<file path="config.mk">
export PLATFORM = sky130hd
export DESIGN_NAME = rtc_regif
export DESIGN_NICKNAME = d
export VERILOG_FILES = /design/src/rtl/rtc_regif_pkg.sv /design/src/rtl/rtc_ctrl_latch.sv /design/src/rtl/rtc_setting_reg.sv /design/src/rtl/rtc_tenths.sv /design/src/rtl/rtc_status.sv /design/src/rtl/rtc_regif.sv
export SDC_FILE = /design/constraint.sdc
export NUM_CORES = 1
export LEC_CHECK = 0
export ABC_AREA = 1
export BUFFER_PORTS_ARGS = -buffer_cell sky130_fd_sc_hd__buf_4
export CORE_AREA = 2 2 53 50
export DETAILED_ROUTE_END_ITERATION = 8
export DIE_AREA = 0 0 55 52
export HOLD_SLACK_MARGIN = 0.12
export PLACE_DENSITY = 0.71
export SLEW_MARGIN = 40
export SYNTH_ARGS = -nofsm -noshare
export SYNTH_HDL_FRONTEND = slang
export SYNTH_SLANG_ARGS = --single-unit
</file>
<file path="constraint.sdc">
create_clock -name clk -period 1.4 [get_ports clk]
set_clock_uncertainty 0.05 [all_clocks]
set_input_delay 0.42 -clock clk [delete_from_list [all_inputs] [get_ports clk]]
set_output_delay 0.42 -clock clk [all_outputs]
set_load 0.02 [all_outputs]
</file>
<file path="src/rtl/rtc_regif_pkg.sv">
package rtc_regif_pkg;

    localparam int DATA_W = 4;
    localparam int ADDR_W = 4;

    // Control latch bits, MSB first: bit3 test, bit2 int halt, bit1 sel, bit0 clk halt
    typedef struct packed {
        logic test;
        logic int_halt;
        logic int_sel;
        logic clk_halt;
    } ctrl_t;

    // Clock setting register, MSB first: [3:2] leap, [1] pm, [0] 24-hour
    typedef struct packed {
        logic [1:0] leap;
        logic       pm;
        logic       hr24;
    } setting_t;

    typedef enum logic [1:0] {
        TGT_NONE,
        TGT_CTRL,
        TGT_SETTING,
        TGT_INTCFG
    } target_e;

    localparam ctrl_t CTRL_RESET = '{test: 1'b0, int_halt: 1'b0,
                                     int_sel: 1'b0, clk_halt: 1'b1};

    function automatic target_e decode(input logic [ADDR_W-1:0] a,
                                       input logic sel,
                                       input logic [ADDR_W-1:0] ctrl_a,
                                       input logic [ADDR_W-1:0] win_a);
        target_e t;
        if (a == ctrl_a)      t = TGT_CTRL;
        else if (a == win_a)  t = sel ? TGT_INTCFG : TGT_SETTING;
        else                  t = TGT_NONE;
        return t;
    endfunction

    function automatic setting_t sanitize(input logic [DATA_W-1:0] w);
        setting_t s;
        s = setting_t'(w);
        if (s.hr24) s.pm = 1'b0;
        return s;
    endfunction

    function automatic logic [DATA_W-1:0] status_word(input logic irq,
                                                      input logic chg);
        return {{(DATA_W-2){1'b0}}, chg, irq};
    endfunction

endpackage

</file>
<file path="src/rtl/rtc_ctrl_latch.sv">
module rtc_ctrl_latch
    import rtc_regif_pkg::*;
(
    input  logic              clk,
    input  logic              rst,
    input  logic              wr_ctrl,
    input  logic              wr_intcfg,
    input  logic [DATA_W-1:0] wdata,
    output ctrl_t             ctrl,
    output logic [DATA_W-1:0] int_cfg,
    output logic              restart
);

    assign restart = wr_ctrl && ctrl.clk_halt && !wdata[0];

    always_ff @(posedge clk) begin
        if (rst) begin
            ctrl    <= CTRL_RESET;
            int_cfg <= '0;
        end else begin
            if (wr_ctrl) begin
                ctrl <= ctrl_t'(wdata);
            end
            if (wr_intcfg) begin
                int_cfg <= wdata;
                if (wdata == '0) ctrl.int_halt <= 1'b1;
            end
        end
    end

endmodule

</file>
<file path="src/rtl/rtc_setting_reg.sv">
module rtc_setting_reg
    import rtc_regif_pkg::*;
(
    input  logic              clk,
    input  logic              rst,
    input  logic              wr,
    input  logic [DATA_W-1:0] wdata,
    input  logic              year_roll,
    output setting_t          setting
);

    always_ff @(posedge clk) begin
        if (rst) begin
            setting <= '0;
        end else if (wr) begin
            setting <= sanitize(wdata);
        end else if (year_roll) begin
            setting.leap <= setting.leap + 2'd1;
        end
    end

endmodule

</file>
<file path="src/rtl/rtc_tenths.sv">
module rtc_tenths #(
    parameter int MOD   = 10,
    parameter int CNT_W = $clog2(MOD)
) (
    input  logic             clk,
    input  logic             rst,
    input  logic             halt,
    input  logic             tick,
    output logic [CNT_W-1:0] cnt,
    output logic             carry
);

    localparam logic [CNT_W-1:0] LAST = CNT_W'(MOD - 1);

    always_ff @(posedge clk) begin
        if (rst) begin
            cnt   <= '0;
            carry <= 1'b0;
        end else begin
            carry <= 1'b0;
            if (halt) begin
                cnt <= '0;
            end else if (tick) begin
                if (cnt == LAST) begin
                    cnt   <= '0;
                    carry <= 1'b1;
                end else begin
                    cnt <= cnt + 1'b1;
                end
            end
        end
    end

endmodule

</file>
<file path="src/rtl/rtc_status.sv">
module rtc_status (
    input  logic clk,
    input  logic rst,
    input  logic set_irq,
    input  logic set_chg,
    input  logic rd_clr,
    output logic irq_pend,
    output logic chg
);

    always_ff @(posedge clk) begin
        if (rst) begin
            irq_pend <= 1'b0;
            chg      <= 1'b0;
        end else begin
            irq_pend <= (irq_pend && !rd_clr) || set_irq;
            chg      <= (chg && !rd_clr) || set_chg;
        end
    end

endmodule

</file>
<file path="src/rtl/rtc_regif.sv">
module rtc_regif
    import rtc_regif_pkg::*;
#(
    parameter int               TENTHS_MOD = 10,
    parameter logic [3:0]       CTRL_ADDR  = 4'd0,
    parameter logic [3:0]       WIN_ADDR   = 4'd15,
    localparam int              CNT_W      = $clog2(TENTHS_MOD)
) (
    input  logic             clk,
    input  logic             rst,
    input  logic [3:0]       addr,
    input  logic             wr_en,
    input  logic             rd_en,
    input  logic [3:0]       wdata,
    output logic [3:0]       rdata,
    input  logic             tick_10hz,
    input  logic             year_roll,
    input  logic             irq_fire,
    output logic             clk_halted,
    output logic [CNT_W-1:0] tenths,
    output logic             tenths_carry,
    output logic             hour_24,
    output logic             pm_flag,
    output logic [1:0]       leap_count,
    output logic             is_leap,
    output logic             int_halted,
    output logic [3:0]       int_config,
    output logic             test_mode
);

    ctrl_t             ctrl;
    setting_t          setting;
    logic [DATA_W-1:0] int_cfg;
    logic              restart;
    logic              irq_pend;
    logic              chg;
    target_e           tgt;
    logic              wr_ctrl, wr_setting, wr_intcfg, rd_clr, halt_eff;

    assign tgt        = decode(addr, ctrl.int_sel, CTRL_ADDR, WIN_ADDR);
    assign wr_ctrl    = wr_en && (tgt == TGT_CTRL);
    assign wr_setting = wr_en && (tgt == TGT_SETTING);
    assign wr_intcfg  = wr_en && (tgt == TGT_INTCFG);
    assign rd_clr     = rd_en && (tgt == TGT_CTRL);
    // A halt write takes effect on the counter at the same edge
    assign halt_eff   = wr_ctrl ? wdata[0] : ctrl.clk_halt;

    rtc_ctrl_latch u_latch (
        .clk       (clk),
        .rst       (rst),
        .wr_ctrl   (wr_ctrl),
        .wr_intcfg (wr_intcfg),
        .wdata     (wdata),
        .ctrl      (ctrl),
        .int_cfg   (int_cfg),
        .restart   (restart)
    );

    rtc_setting_reg u_setting (
        .clk       (clk),
        .rst       (rst),
        .wr        (wr_setting),
        .wdata     (wdata),
        .year_roll (year_roll),
        .setting   (setting)
    );

    rtc_tenths #(.MOD(TENTHS_MOD), .CNT_W(CNT_W)) u_tenths (
        .clk   (clk),
        .rst   (rst),
        .halt  (halt_eff),
        .tick  (tick_10hz),
        .cnt   (tenths),
        .carry (tenths_carry)
    );

    rtc_status u_status (
        .clk      (clk),
        .rst      (rst),
        .set_irq  (irq_fire),
        .set_chg  (restart || wr_setting),
        .rd_clr   (rd_clr),
        .irq_pend (irq_pend),
        .chg      (chg)
    );

    always_comb begin
        rdata = '0;
        if (rd_en) begin
            case (tgt)
                TGT_CTRL:    rdata = status_word(irq_pend, chg);
                TGT_SETTING: rdata = setting;
                TGT_INTCFG:  rdata = int_cfg;
                default:     rdata = '0;
            endcase
        end
    end

    assign clk_halted = ctrl.clk_halt;
    assign int_halted = ctrl.int_halt;
    assign test_mode  = ctrl.test;
    assign hour_24    = setting.hr24;
    assign pm_flag    = setting.pm;
    assign leap_count = setting.leap;
    assign is_leap    = (setting.leap == 2'd0);
    assign int_config = int_cfg;

endmodule

</file>
==> flow_summary.ini <==
[timing]
final_hold_viol_count = 0
max_slew_margin_pct = 79.2
setup_violations = 5
rsz0062_at_grt = true
report.final.slew_viol_count = 0
worst_pin_slew_ns = 0.312
period_minus_slack_ns = 1.76
fmax_mhz = 569
fin_crit_sh_pct = 125
setup_ws_ns = -0.357
fin_tns_setup_ns = -1.50

[cts]
cts_tree = done
root_buffer = clkbuf_4
cts_buffers = 3
clock_sinks = 19
hold_buffers = 0
clock_latency_ns = 0.31
cts.clk_slew.worst_paths_ns = 0.11
clk_path_buf_depth = 2
cts-htree-levels = 1

[floorplan]
coreArea_sq_um = 2340
rows = 17
die-area_sq_um = 2860
chipHeight_microns = 52
initial_core_util_pct = 39.8
io_pins = 36
die_x_microns = 55

[placement]
place_hpwl_microns = 1990
gp_congestion = 0.796
io_buffers = 35
placed_area_sq_um = 1320

[global_route]
antenna_found_initial = 0
grt_first_pass_wirelength_microns = 4200
grt_max_degree = 12
first_global_vias = 1021
grt_overflow_total = 0
grtUsageTotal_pct = 20.4

[drt]
vias = 1055
drc = 0
dr.pass1.iters = 5
vias_per_cell = 4.95
drt_wl_total_microns = 2620
antenna_left = 0
wl_per_cell_microns = 12.3
dr.first_iter.drc_count = 23

[synth]
ys_seq_area_share_pct = 40.9
yosysWarnings = 0
synth_nets = 153
syn_area_per_cell_sq_um = 6.79
synth_area_sq_um = 931
netlist_instances = 137
synth-seq-cells = 19
synth_cell_types = 22

[critical_path]
end_kind = primary output
path_class = reg -> out
cp.arrival_ns = 1.29
worstPathRequired_ns = 0.93
worst_setup_path_start_kind = register
crit_fanout = 4

[run_status]
status = finished with violations
violations = negative setup slack

[cells_and_area]
nets = 202
final_core_util_pct = 61.8
synthToLayoutAreaGrowth_pct = 55.4
mostFrequentLayoutCell = buf_4
drive_above_1_share_pct = 43.2
n_antenna_cell = 0
fin_area_sq_um = 1450
layout_common_cells = 39 x buf_4, 24 x nand2_1, 15 x inv_1, 14 x dfxtp_1, 13 x nor2_1

[power_and_ir_drop]
ir_worst_vdd_v = 0.000489
p_leak_uw = 0.000665
power_density_nw_per_um2 = 727

[worst_hold_path]
holdCritPathClass = in -> reg

[flow_run]
drv_cap = 0
[Yosys cell counts, drive strengths merged]
cell type,n,share of area [%]
a21o,1,0.81
a21oi,14,7.5
buf,1,0.54
clkbuf,1,0.40
dfxtp,19,41
ha,1,1.3
inv,21,8.5
nand2,32,13
nand3,14,9.4
nand4,2,1.3
nor2,17,7.4
nor3,2,1.6
o211ai,1,0.81
o21ai,10,5.4
xor2,1,0.94
[through the flow]
stage | worst slack (ns) | cells | hold WS [ns] | power, uW
floorplan | -0.0868 | 137 | 0.400 | 654
global placement | -0.345 | 204 | 0.418 | 733
detailed placement | -0.360 | 204 | 0.422 | 739
CTS | -0.371 | 211 | 0.292 | 1050
global route | -0.430 | 213 | 0.305 | 1100
finish | -0.357 | 213 | 0.295 | 1050
[sequential cells by signal, indices dropped and copies added, names as in the netlist]
name / flops
u_setting.setting: 4
u_latch.int_cfg: 4
u_status.chg: 1
u_tenths.carry: 1
u_status.irq_pend: 1
u_latch.ctrl: 4
u_tenths.cnt: 4
[path summary, 6_finish.rpt]
| kind | startpoint | endpoint | slack [ns] | cells past startpoint |
|---|---|---|---|---|
| min reg2reg | u_latch.ctrl[3]$_SDFFE_PP0P_ | u_latch.ctrl[3]$_SDFFE_PP0P_ | 0.44 | 2 |
| max | u_latch.ctrl[1]$_SDFFE_PP0P_ | rdata[3] | -0.36 | 6 |
| min | rst | u_latch.int_cfg[3]$_SDFFE_PP0P_ | 0.29 | 2 |
| max reg2reg | u_latch.ctrl[1]$_SDFFE_PP0P_ | u_setting.setting[1]$_SDFFE_PP0P_ | 0.14 | 7 |
[area by class of cell]
cell class | instances | area, sq um
clock buffer | 3 | 22.5
multi-input combinational | 95 | 542
timing repair buffer | 46 | 372
clock inverter | 1 | 5.00
fill | 217 | 893
sequential | 19 | 389
inverter | 21 | 81.3
tap | 28 | 35.0
[report_power, final]
part	internal [uW]	leakage, uW	switching [uW]
combinational	97.5	0.000491	105
clock	107	0.0000177	175
sequential	554	0.000157	13.5
total	758	0.000665	294
[routing by layer]
layer	vias up	global-route usage, %	part of all wire, %
met5	-	0	0
met3	7	2.59	5.0
met2	32	37.3	52
met1	477	22.1	41
li1	539	-	-
met4	0	10.2	1.8
[kinds of logic after synthesis]
logic type | after synthesis | synth area share, %
AO/OA/AOI/OAI | 26 | 14.5
adder cells (fa/ha/maj) | 1 | 1.34
AND/OR/NAND/NOR | 67 | 32.9
XOR/XNOR | 1 | 0.941
flip-flops | 19 | 40.9
buffers and inverters | 23 | 9.41
[critical path, cell delays in order (launching register included)]
cell and delay, ns:
dfxtp_2 0.34, inv_2 0.05, nand4_1 0.12, inv_2 0.13
nand2_2 0.07, a21oi_4 0.13, buf_6 0.13
[what timing repair did]
item / in CTS / in global routing
pin swaps: 9 / 2
setup endpoints to repair: 5 / 9
buffers inserted: 3 / 2
gates resized for setup: 21 / 4
(Power assumes the default switching activity.)
